**src/rtl/tdc_pkg.sv**
```systemverilog
package tdc_pkg;
  localparam int unsigned TDC_RES_BITS_DEF = 3;
  localparam int unsigned TDC_SYNC_DEF     = 2;
endpackage

```
**src/rtl/tdc_sync.sv**
```systemverilog
module tdc_sync #(
  parameter int unsigned WIDTH = 1,
  parameter int unsigned DEPTH = 2
) (
  input  logic             clk_i,
  input  logic             rst_ni,
  input  logic [WIDTH-1:0] d_i,
  output logic [WIDTH-1:0] q_o
);
  logic [WIDTH-1:0] pipe_q [DEPTH];

  for (genvar g = 0; g < DEPTH; g++) begin : g_stage
    always_ff @(posedge clk_i or negedge rst_ni) begin
      if (!rst_ni) pipe_q[g] <= '0;
      else if (g == 0) pipe_q[g] <= d_i;
      else pipe_q[g] <= pipe_q[(g == 0) ? 0 : g-1];
    end
  end

  assign q_o = pipe_q[DEPTH-1];
endmodule

```
**src/rtl/tdc_chain.sv**
```systemverilog
module tdc_chain #(
  parameter int unsigned STAGES = 7
) (
  input  logic              clk_i,
  input  logic              rst_ni,
  input  logic              arm_i,
  input  logic              grab_i,
  output logic [STAGES-1:0] cap_o
);
  logic [STAGES-1:0] tap_q;

  for (genvar g = 0; g < STAGES; g++) begin : g_tap
    always_ff @(posedge clk_i or negedge rst_ni) begin
      if (!rst_ni) tap_q[g] <= 1'b0;
      else if (g == 0) tap_q[g] <= arm_i;
      else tap_q[g] <= arm_i & tap_q[(g == 0) ? 0 : g-1];
    end
  end

  always_ff @(posedge clk_i or negedge rst_ni) begin
    if (!rst_ni)      cap_o <= '0;
    else if (!arm_i)  cap_o <= '0;
    else if (grab_i)  cap_o <= tap_q;
  end
endmodule

```
**src/rtl/tdc_encoder.sv**
```systemverilog
module tdc_encoder #(
  parameter int unsigned STAGES   = 7,
  parameter int unsigned RES_BITS = 3
) (
  input  logic [STAGES-1:0]   therm_i,
  output logic [RES_BITS-1:0] code_o,
  output logic                bubble_o,
  output logic                full_o
);
  logic [STAGES-1:0] inc;

  always_comb begin
    code_o = '0;
    for (int i = 0; i < STAGES; i++)
      if (therm_i[i]) code_o = RES_BITS'(i + 1);
  end

  // a clean word plus one is a power of two with no overlap
  assign inc      = therm_i + STAGES'(1);
  assign bubble_o = |(therm_i & inc);
  assign full_o   = &therm_i;
endmodule

```
**src/rtl/tdc_delay_line.sv**
```systemverilog
module tdc_delay_line #(
  parameter int unsigned RES_BITS   = tdc_pkg::TDC_RES_BITS_DEF,
  parameter int unsigned SYNC_DEPTH = tdc_pkg::TDC_SYNC_DEF,
  localparam int unsigned STAGES    = (1 << RES_BITS) - 1
) (
  input  logic                clk_i,
  input  logic                rst_ni,
  input  logic                start_i,
  input  logic                stop_i,
  output logic [STAGES-1:0]   therm_o,
  output logic [RES_BITS-1:0] code_o,
  output logic                valid_o,
  output logic                overflow_o,
  output logic                bubble_o
);
  logic [1:0]          sync_s;
  logic                start_s, stop_s, stop_q, stop_rise;
  logic                armed_q, fire, fire_q;
  logic [RES_BITS-1:0] enc_code;
  logic                enc_bubble, enc_full;

  tdc_sync #(.WIDTH(2), .DEPTH(SYNC_DEPTH)) u_sync (
    .clk_i(clk_i), .rst_ni(rst_ni), .d_i({stop_i, start_i}), .q_o(sync_s)
  );
  assign start_s = sync_s[0];
  assign stop_s  = sync_s[1];

  always_ff @(posedge clk_i or negedge rst_ni) begin
    if (!rst_ni) begin
      stop_q  <= 1'b0;
      armed_q <= 1'b1;
      fire_q  <= 1'b0;
    end else begin
      stop_q <= stop_s;
      fire_q <= fire;
      if (!start_s)       armed_q <= 1'b1;
      else if (stop_rise) armed_q <= 1'b0;
    end
  end

  assign stop_rise = stop_s & ~stop_q;
  assign fire      = start_s & stop_rise & armed_q;

  tdc_chain #(.STAGES(STAGES)) u_chain (
    .clk_i(clk_i), .rst_ni(rst_ni), .arm_i(start_s), .grab_i(fire), .cap_o(therm_o)
  );

  tdc_encoder #(.STAGES(STAGES), .RES_BITS(RES_BITS)) u_enc (
    .therm_i(therm_o), .code_o(enc_code), .bubble_o(enc_bubble), .full_o(enc_full)
  );

  always_ff @(posedge clk_i or negedge rst_ni) begin
    if (!rst_ni) begin
      code_o     <= '0;
      overflow_o <= 1'b0;
      bubble_o   <= 1'b0;
      valid_o    <= 1'b0;
    end else begin
      valid_o <= fire_q;
      if (fire_q) begin
        code_o     <= enc_code;
        overflow_o <= enc_full;
        bubble_o   <= enc_bubble;
      end
    end
  end
endmodule

```
**config.mk**
```make
export PLATFORM = sky130hd
export DESIGN_NAME = tdc_delay_line
export DESIGN_NICKNAME = d
export VERILOG_FILES = /design/src/rtl/tdc_pkg.sv /design/src/rtl/tdc_sync.sv /design/src/rtl/tdc_chain.sv /design/src/rtl/tdc_encoder.sv /design/src/rtl/tdc_delay_line.sv
export SDC_FILE = /design/constraint.sdc
export NUM_CORES = 1
export LEC_CHECK = 0
export ABC_AREA = 1
export BUFFER_PORTS_ARGS = -buffer_cell sky130_fd_sc_hd__buf_2
export CORE_MARGIN = 2
export CORE_UTILIZATION = 28
export CTS_CLUSTER_SIZE = 40
export DETAILED_ROUTE_END_ITERATION = 12
export SLEW_MARGIN = 20
export SYNTH_ARGS = -nofsm -noshare
export SYNTH_HDL_FRONTEND = slang
export SYNTH_HIERARCHICAL = 1
export SYNTH_SLANG_ARGS = --single-unit
```
**constraint.sdc**
```tcl
create_clock -name clk_i -period 1.6 [get_ports clk_i]
set_input_delay 0.32 -clock clk_i [delete_from_list [all_inputs] [get_ports clk_i]]
set_output_delay 0.32 -clock clk_i [all_outputs]
set_load 0.005 [all_outputs]
```
==> results of run 1 <==
==> where the power goes <==
group          switching (mW)  internal (mW)  total (mW)  leakage, nW
registers              0.0126          0.704       0.717        0.356
logic                  0.0379         0.0193      0.0571        0.329
clock network           0.202          0.176       0.378       0.0217
total                   0.252          0.900        1.15        0.707
==> stage by stage <==
stage	util [%]	power [mW]	instance area (um^2)	hold slack (ns)	setup slack [ns]
floorplan	-	0.763	1070	0.0244	0.489
global placement	32.4	0.788	1180	0.332	0.501
detailed placement	32.4	0.791	1180	0.336	0.460
CTS	33.7	1.18	1230	0.0561	0.399
global route	33.7	1.22	1230	0.0711	0.347
finish	33.7	1.15	1230	0.0358	0.412
==> path summary, 6_finish.rpt <==
kind                                  start                to  slack (ns)  depth (start not counted)
min reg2reg                u_sync/pipe_q[3]     u_sync/q_o[1]        0.35                          0
max reg2reg                         armed_q  u_chain/cap_o[3]        0.45                          6
max in group asynchronous            rst_ni         code_o[0]        1.18                          1
min                                  rst_ni  u_chain/tap_q[1]        0.04                          1
max                        u_chain/cap_o[4]        therm_o[4]        0.41                          1
min in group clk_i                  start_i  u_sync/pipe_q[2]        0.15                          1
==> registers in the layout, summed over array words and instances, names as in the netlist <==
signal and cells:
armed_q 1, bubble_o 1, code_o 3, fire_q 1, overflow_o 1, stop_q 1, u_chain/cap_o 7, u_chain/tap_q 7
u_sync/pipe_q 2, u_sync/q_o 2, valid_o 1
==> cell type report <==
cell class,instances,share of cell area [%]
clock inverters,1,0.609
clock buffers,3,3.35
repair buffers,18,7.71
multi-input cells,64,22.2
flip-flops and latches,27,54.9
well taps,48,4.87
inverters,21,6.39
==> layer usage <==
metal	GRT usage [%]	vias to the layer above
met5	0	-
met4	3.91	0
met1	10.7	325
li1	-	384
met2	15.8	15
met3	3.92	2
==> logic make-up (layout without fill, tap and decap cells) <==
logic type | after synthesis | count (layout)
AO/OA/AOI/OAI | 7 | 7
buffers and inverters | 27 | 43
flip-flops | 27 | 27
AND/OR/NAND/NOR | 57 | 57
==> layout by cell type, fill, tap and decap left out <==
cell type and instances:
buf_2 16, clkinvlp_4 1, clkbuf_8 3, nand2_1 38
inv_2 1, o21ai_1 4, o21ai_0 1, nor2_1 4
nand3_1 15, buf_4 2, dfrtp_1 26, o21ai_2 1
a22oi_1 1, dfstp_2 1, inv_1 20
==> summary.md, run 1 <==
| Metric | Value |
|---|---|
| Status | complete, no violations |
| Hold Path Class | in2async |
| Critical path buffer and inverter count | 1 |
| Longest Clk Path Bufs | 2 |
| GP Congestion | 0.737 |
| # placed instances | 178 |
| Hold buffers post-CTS | 0 |
| Initial antenna violation count | 0 |
| Synth top area share | 60.7% |
| CTS resizes | 0 |
| Final critical-path required period | 1.19 ns |
| Multi-input gate area | 274 um^2 |
| Die Area | 4340 um^2 |
| CTS tree | done |
| Max VDD drop | 624 uV |
| Initial core utilization | 29.3% |
| Vias after detailed routing | 726 |
| Adder and majority gate portion of the synthesized area | 0% |
| # DRC | 0 |
| Crit. End Element | primary output |
| PD cells | 934 nW/um^2 |
| M1 wire length | 757 um |
| Final std cells w/o fill | 182 |
| Synth cell types | 14 |
| All-Layer GR Usage | 9.49% |
| DR WL/cell | 9.46 um |
| Iteration count of the initial detailed-routing pass | 4 |
| Total Routed Length | 1720 um |
| Post-synthesis xor/xnor area fraction | 0% |
| Fmax achieved | 0.842 GHz |
| CTS Buf Count | 3 |
| Grt ovf | 0 |
| CTS H-tree depth | 1 |
| Syn Std Cell Area | 1070 um^2 |
| Final Hold Viols | 0 |
| Count of final setup violators | 0 |
| DRT antenna net count | 0 |
| Clock skew | 0.00238 ns |
| Area grow syn2layout | 15.2% |
| PortBufs | 16 |
| Clock transition at path regs | 0.09 ns |
| Crit path max-delay cell type | dfrtp_1 |
| Worst slew pin tran | 0.573 ns |
| Post-Synthesis Cells | 118 |
| Syn Area/Cell | 9.08 um^2 |
| Core area | 3660 um^2 |
| Delay-heaviest family, CP | flip-flops |
| Unrepaired setup endpoints after global routing | no |
| Post-detail-place hpwl | 1260 um |
| Highest metal used | met4 |
| Rows | 22 |
| Register area share after synthesis | 63.2% |
| Vias in the first global route | 735 |
| Post-Synth Simple-Gate Area | 21.7% |
| Die H | 65.8 um |
| Crit-path cells | buf_2 |
| Clock latency on the worst-skew pair | 0.27 ns |
| Largest family of logic cells by synthesized area | simple AND/OR/NAND/NOR gates |
| Post-synth top area cell | dfrtp_1 |
| Final period util | 74.2% |
| Drt via density | 3.99 |
| Ant. Diodes | 0 |
| Setup TNS | 0 ns |
| Met3 wire length | 110 um |
| Critical setup path kind | reg2out |
| CP required | 1.28 ns |
| Max Cap Viol | 0 |
| Post-synthesis mux area share | 0% |
| WP data arrival | 0.87 ns |
| FFs w/ async S/R, synth | 100% |
| Area contributors post-synth | dfrtp_1 (61%), nand2_1 (13%), inv_1 (7.0%) |
| Sequential cell area | 677 um^2 |
| Final #Nets | 139 |
| Metal2 WL | 829 um |
| #FFs+latches synth | 27 |
| First-pass GRT wire length | 3110 um |
| Startpoint type of the worst setup path | flop |
| Main synth FF type | dfrtp_1 |
| Post-CTS setup buffers | 0 |
| Iter 0 DRT Violations | 12 |
| Die W | 65.8 um |
| Layout fillers | 394 |
| Clk root buf | clkbuf_8 |
| Max FO, Critical Path | 6 |
| I/O Pins | 17 |
| Leak | 0.707 nW |
| Most frequent cell after synthesis | nand2_1 |
| Compound-Gate Fraction of Synth Area | 3.86% |
| Synth top cells by count | nand2_1 (38), dfrtp_1 (26), inv_1 (20) |
| Syn nets | 122 |
| Layout cells sized above 1 | 18.7% |
| Crit-path max cell delay | 0.45 ns |
| Synth Warn # | 6 |
| Post-synth EDFFs | 0 |
| Max-slew headroom | 61.8% |
| Clock sink total | 27 |
| Largest net degree at the start of global routing | 28 |
| Final Max Tran Viols | 0 |
No activity file was read; power rests on OpenSTA's default activity.
==> run 2: changes to the inputs <==
- ABC_AREA: 1 -> 0
- clock period: 1.6 -> 1 ns (I/O delays scaled with it)
==> summary.md, run 2 <==
| Metric | Value |
|---|---|
| Post-synth top area cell | dfrtp_1 |
| Int Pwr | 1.48 mW (+65%) |
| Die W | 64.8 um (-1.7%) |
| Grt ovf | 0 (unchanged) |
| Post-synth EDFFs | 0 (unchanged) |
| Max-slew headroom | 79.7% (+18 points) |
| Post-detail-place hpwl | 1380 um (+9.6%) |
| Max VDD drop | 554 uV (-11%) |
| Drt via density | 4.29 (+7.6%) |
| Syn nets | 81 (-34%) |
| Clock transition at path regs | 0.08 ns (about the same) |
| Ant. Diodes | 0 (unchanged) |
| Max FO, Critical Path | 4 (-2) |
| Final #Nets | 118 (-15%) |
| Crit-path cells | and2b_1 -> a2111o_1 -> mux2_4 |
| Syn Area/Cell | 13.4 um^2 (+48%) |
| Setup TNS | -3.20 ns (-3.20 ns) |
| CTS H-tree depth | 1 (unchanged) |
| Clock skew | 0.00210 ns (-0.000287 ns) |
| CP required | 1.15 ns (-0.13 ns) |
| Clock latency on the worst-skew pair | 0.26 ns (about the same) |
| Vias after detailed routing | 691 (-4.8%) |
| DR WL/cell | 11.3 um (+20%) |
| # DRC | 0 (unchanged) |
| Register area share after synthesis | 65.5% (+2.3 points) |
| FFs w/ async S/R, synth | 100% (unchanged) |
| Crit-path max cell delay | 0.40 ns (-0.05 ns) |
| Final critical-path required period | 1.31 ns |
| Final Max Tran Viols | 0 (unchanged) |
| Largest net degree at the start of global routing | 17 (-39%) |
| Commonest non-fill, non-tap cell in the layout | dfrtp_1 |
| PD cells | 1260 nW/um^2 (+35%) |
| Max Cap Viol | 0 (unchanged) |
| Crit. End Element | flop |
| Startpoint type of the worst setup path | flop |
| Longest Clk Path Bufs | 2 (unchanged) |
| Crit path max-delay cell type | dfrtp_1 |
| CTS tree | done |
| CTS Buf Count | 3 (unchanged) |
| Clock power share | 31.3% (-1.5 points) |
| Clock sink total | 27 (unchanged) |
| DRT antenna net count | 0 (unchanged) |
| Initial core utilization | 28.7% (-0.59 points) |
| Worst slew pin tran | 0.305 ns (-0.269 ns) |
| Hold Path Class | in2reg |
| Status | complete, but fails checks |
| Syn Std Cell Area | 1030 um^2 (-3.5%) |
| Final Power | 1.86 mW (+61%) |
| Synth top area share | 63.0% (+2.2 points) |
| Failing checks | setup timing |
| Iter 0 DRT Violations | 22 (+10) |
| Die H | 64.8 um (-1.7%) |
| GP Congestion | 0.781 (+6.0%) |
| First-pass GRT wire length | 3000 um (-3.3%) |
| Total Routed Length | 1830 um (+6.1%) |
| Die Area | 4190 um^2 (-3.3%) |
| Synth top cells by count | dfrtp_1 (26), mux2i_1 (8), nor2b_1 (8) |
| Biggest regs | u_chain/cap_o (7), u_chain/tap_q (7), code_o (3) |
| Layout cells sized above 1 | 47.8% (+29 points) |
| Most frequent cells in the layout | dfrtp_1 (25), buf_6 (16), buf_2 (9), buf_4 (9), mux2i_1 (8) |
| Core area | 3610 um^2 (-1.5%) |
| #FFs+latches synth | 27 (unchanged) |
| Vias in the first global route | 669 (-9.0%) |
| Final setup margin | -0.307 ns (-0.720 ns) |
| Clk root buf | clkbuf_8 |
| Combinational share of power | 7.0% (+2.0 points) |
| Final period util | 131% |
| Switching portion of total power | 20.1% (-1.8 points) |
| All-Layer GR Usage | 9.29% (-0.21 points) |
| Iteration count of the initial detailed-routing pass | 2 (-2) |
| Leak | 0.714 nW (+0.95%) |
| PortBufs | 16 (unchanged) |
| Count of final setup violators | 19 (+19) |
| Most frequent cell after synthesis | dfrtp_1 |
| Final Hold Viols | 0 (unchanged) |
| Synth Warn # | 6 (unchanged) |
| Area grow syn2layout | 42.0% |
| Main synth FF type | dfrtp_1 |
| Sequential Power Share | 61.7% (-0.5 points) |
| Rows | 22 (unchanged) |
| Final core occ | 40.7% (+7.0 points) |
| Unrepaired setup endpoints after global routing | yes |
| I/O Pins | 17 (unchanged) |
| Synth cell types | 20 (+6) |
| Sw power | 373 uW (+48%) |
| Fmax achieved | 0.765 GHz |
| Area contributors post-synth | dfrtp_1 (63%), mux2i_1 (7.7%), mux2_2 (5.4%) |
| Critical setup path kind | reg2reg |
| WP data arrival | 1.46 ns (+0.59 ns) |
| Initial antenna violation count | 0 (unchanged) |
| Post-Synthesis Cells | 77 (-35%) |
[run 2: changes by cell type after synthesis, moves of 3 or more]
cell	previous run	this run
nand2_1	38	1
inv_1	20	3
nor2b_1	0	8
mux2_2	0	5
a21oi_1	0	3
nand3_1	15	1
and2_1	0	6
o21ai_1	4	0
mux2i_1	0	8
[run 2: what timing repair did]
action                                  CTS  global route
setup buffers                             5             3
hold buffers                              1             0
pin swaps                                 1             3
gates resized for setup                  15            11
cloned                                    0             0
endpoints found under the setup margin   19            23
hold endpoints to repair                 11             0
[run 2: critical path: cells and delay by family (launching register included)]
| family | cells | cell delay, ns |
|---|---|---|
| AOI/OAI and AO/OA | 1 | 0.34 |
| DFF | 1 | 0.40 |
| and+or+nand+nor | 1 | 0.20 |
| muxes | 1 | 0.26 |
[run 2: path summary, 6_finish.rpt]
path	slack, ns	start	end	depth (start not counted)
max in group asynchronous	0.19	rst_ni	armed_q	3
worst min-delay path	0.04	start_i	u_sync/pipe_q[2]	1
worst max-delay path	-0.31	u_chain/cap_o[2]	bubble_o	3
min in group asynchronous	0.35	rst_ni	code_o[0]	2
worst min register to register	0.36	u_sync/pipe_q[2]	u_sync/q_o[0]	0
worst max register to register	-0.31	u_chain/cap_o[2]	bubble_o	3
[run 2: power groups by stage]
| stage | Clock (mW) | Combinational (mW) | Sequential (mW) |
|---|---|---|---|
| floorplan | 0 | 0.0533 | 1.17 |
| global placement | 0 | 0.119 | 1.17 |
| detailed placement | 0 | 0.121 | 1.17 |
| CTS | 0.599 | 0.125 | 1.15 |
| global route | 0.654 | 0.144 | 1.15 |
| finish | 0.580 | 0.130 | 1.15 |
[run 2: cell families (layout without fill, tap and decap cells)]
logic type	Yosys count	count (layout)	share of synthesized area (%)
flops	27	27	65.5
simple gates	23	23	12.7
mux	13	13	13.2
compound gates	7	7	4.48
buf+inv	7	43	4.12
[run 2: metrics by stage]
stage | area [um^2] | cells | hold WS [ns] | setup WS (ns)
floorplan | 1040 | 77 | -0.0956 | -0.331
global placement | 1280 | 151 | 0.0949 | -0.274
detailed placement | 1280 | 151 | 0.102 | -0.336
CTS | 1410 | 159 | 0.0335 | -0.303
global route | 1470 | 161 | 0.0259 | -0.338
finish | 1470 | 161 | 0.0391 | -0.307
[run 2: area by class of cell]
class	count	area [um^2]
repair buffers	36	323
multi-input cells	43	350
clock buffers	4	45.0
well taps	48	60.1
fillers	342	2140
inverters	3	11.3
flip-flops and latches	27	678
[run 2: layer usage]
metal / track usage, % / share of wire, % / vias to the layer above
met4: 4.79 / 0.93 / 0
li1: - / - / 327
met3: 1.56 / 4.0 / 2
met2: 15.5 / 50 / 15
met5: 0 / 0 / -
met1: 11.5 / 45 / 347
==> run 3: changes to the inputs <==
--- a/config.mk
+++ b/config.mk
@@ -7,3 +7,3 @@
 export LEC_CHECK = 0
-export ABC_AREA = 0
+export ABC_AREA = 1
 export BUFFER_PORTS_ARGS = -buffer_cell sky130_fd_sc_hd__buf_2
--- a/constraint.sdc
+++ b/constraint.sdc
@@ -3,2 +3,2 @@
 set_output_delay 0.2 -clock clk_i [all_outputs]
-set_load 0.005 [all_outputs]
+set_load 0.1 [all_outputs]
==> summary.md, run 3 (same netlist as run 1, synthesis figures left out) <==
| Metric | Value |
|---|---|
| Total Routed Length | 2180 um (+19%) |
| Hold Path Class | in2reg |
| All-Layer GR Usage | 11.2% (+1.9 points) |
| Clock sink total | 27 (unchanged) |
| Commonest non-fill, non-tap cell in the layout | nand2_1 |
| Post-detail-place hpwl | 1390 um (+0.43%) |
| Count of final setup violators | 25 (+6) |
| Crit. End Element | primary output |
| Leak | 0.879 nW (+23%) |
| Failing checks | setup timing |
| WP data arrival | 1.06 ns (-0.40 ns) |
| Die W | 65.8 um (+1.7%) |
| Die H | 65.8 um (+1.7%) |
| Initial core utilization | 29.3% (+0.59 points) |
| Final period util | 126% (-4.6 points) |
| DR WL/cell | 10.6 um (-6.7%) |
| PortBufs | 16 (unchanged) |
| Crit path max-delay cell type | dfrtp_4 |
| Max VDD drop | 1010 uV (+82%) |
| Worst slew pin tran | 0.329 ns (+0.0248 ns) |
| Layout cells sized above 1 | 54.4% (+6.6 points) |
| Ant. Diodes | 0 (unchanged) |
| Clock transition at path regs | 0.09 ns (about the same) |
| CTS Buf Count | 3 (unchanged) |
| Drt via density | 4.14 (-3.5%) |
| Delay-heaviest family, CP | flip-flops |
| Iter 0 DRT Violations | 18 (-18%) |
| Clock latency on the worst-skew pair | 0.27 ns (about the same) |
| DRT antenna net count | 0 (unchanged) |
| Initial antenna violation count | 0 (unchanged) |
| Max Cap Viol | 0 (unchanged) |
| Crit-path cells | buf_6 -> buf_12 |
| Layout fillers | 321 (-6.1%) |
| Most frequent cells in the layout | nand2_1 (28), buf_12 (16), inv_1 (15), dfrtp_1 (14), buf_4 (11) |
| Final #Nets | 163 (+38%) |
| Final core occ | 49.6% (+8.9 points) |
| Rows | 22 (unchanged) |
| Final Hold Viols | 0 (unchanged) |
| Crit-path max cell delay | 0.50 ns (+0.10 ns) |
| PD cells | 1130 nW/um^2 (-10%) |
| Core area | 3660 um^2 (+1.5%) |
| Die Area | 4340 um^2 (+3.4%) |
| Final Max Tran Viols | 0 (unchanged) |
| CTS tree | done |
| Clk root buf | clkbuf_8 |
| I/O Pins | 17 (unchanged) |
| GP Congestion | 0.788 (+0.94%) |
| # DRC | 0 (unchanged) |
| Longest Clk Path Bufs | 2 (unchanged) |
| Iteration count of the initial detailed-routing pass | 2 (unchanged) |
| Vias after detailed routing | 853 (+23%) |
| Vias in the first global route | 894 (+34%) |
| Fmax achieved | 0.793 GHz (+3.7%) |
| Final critical-path required period | 1.26 ns (-0.0463 ns) |
| Max-slew headroom | 78.0% (-1.7 points) |
| Startpoint type of the worst setup path | flop |
| First-pass GRT wire length | 3640 um (+21%) |
| Final Power | 2.05 mW (+11%) |
| Area grow syn2layout | 69.4% |
| Max FO, Critical Path | 2 (-2) |
| CP required | 0.80 ns (-0.35 ns) |
| CTS H-tree depth | 1 (unchanged) |
| Unrepaired setup endpoints after global routing | yes |
| Final setup margin | -0.261 ns (+0.0463 ns) |
| Grt ovf | 0 (unchanged) |
| Critical setup path kind | reg2out |
| Biggest regs | u_chain/cap_o (7), u_chain/tap_q (7), code_o (3) |
| Critical path buffer and inverter count | 2 (+2) |
| Clock skew | 0.00236 ns (+0.000267 ns) |
| Status | complete, but fails checks |
| Largest net degree at the start of global routing | 28 (+11) |
run 3: cell types whose count changed in the layout (fill, tap and decap cells not counted), moves of 8 or more:
cell | before | now
dfrtp_1 | 25 | 14
mux2i_1 | 8 | 0
buf_12 | 1 | 16
inv_1 | 2 | 15
nand2_1 | 1 | 28
nand2_2 | 0 | 9
run 3: per-layer routing:
| layer | vias up | share of wire, % | wire length, um | track usage (%) |
|---|---|---|---|---|
| met5 | - | 0 | 0 | 0 |
| met4 | 0 | 3.5 | 77 | 7.29 |
| li1 | 433 | - | - | - |
| met1 | 396 | 39 | 857 | 11.4 |
| met2 | 16 | 54 | 1170 | 20.8 |
| met3 | 8 | 3.4 | 75 | 1.87 |
run 3: worst register-to-register path, delay by kind of cell (launching register included):
| family | cells | cell delay, ns |
|---|---|---|
| buf+inv | 1 | 0.12 |
| simple gates | 6 | 0.48 |
| flops | 1 | 0.44 |
| compound gates | 1 | 0.06 |
run 3: metrics by stage:
step | worst slack (ns) | instances | instance area, um^2 | hold WS (ns) | TNS, ns
floorplan | -0.204 | 118 | 1140 | -0.0956 | -1.25
global placement | -0.0838 | 189 | 1550 | 0.152 | -0.647
detailed placement | -0.122 | 189 | 1550 | 0.153 | -0.902
CTS | -0.268 | 204 | 1780 | 0.0151 | -3.51
global route | -0.286 | 206 | 1810 | 0.00930 | -4.59
finish | -0.261 | 206 | 1810 | 0.0238 | -3.49
run 3: cell type report:
class	count	area (um^2)	share of cell area, %
clock buffer	3	41.3	2.28
tap	48	60.1	3.31
multi-input combinational	64	362	19.9
clock inverter	1	5.00	0.276
inverter	21	91.3	5.03
sequential	27	709	39.1
timing repair buffer	42	546	30.1
run 3: final timing paths:
kind / start / end / slack, ns / cells after the start
min: start_i / u_sync/pipe_q[2] / 0.02 / 1
max in group asynchronous: rst_ni / armed_q / 0.39 / 3
min in group asynchronous: rst_ni / u_chain/tap_q[1] / 0.38 / 3
max reg2reg: u_chain/cap_o[3] / bubble_o / -0.21 / 8
max: u_chain/cap_o[3] / therm_o[3] / -0.26 / 2
min reg2reg: u_sync/pipe_q[3] / u_sync/q_o[1] / 0.36 / 0
run 3: what timing repair did:
action	4_1_cts	5_1_grt
cloned	1	0
hold endpoints to repair	26	0
gates resized for setup	25	6
pin swaps	6	4
buffers inserted	9	2
hold buffers	1	0
setup endpoints to repair	23	25
run 3: where the power goes:
part	internal [mW]	leakage [nW]	switching (mW)	total (mW)
Clock	0.280	0.0255	0.341	0.620
Combinational	0.103	0.520	0.175	0.278
Sequential	1.13	0.334	0.0267	1.16
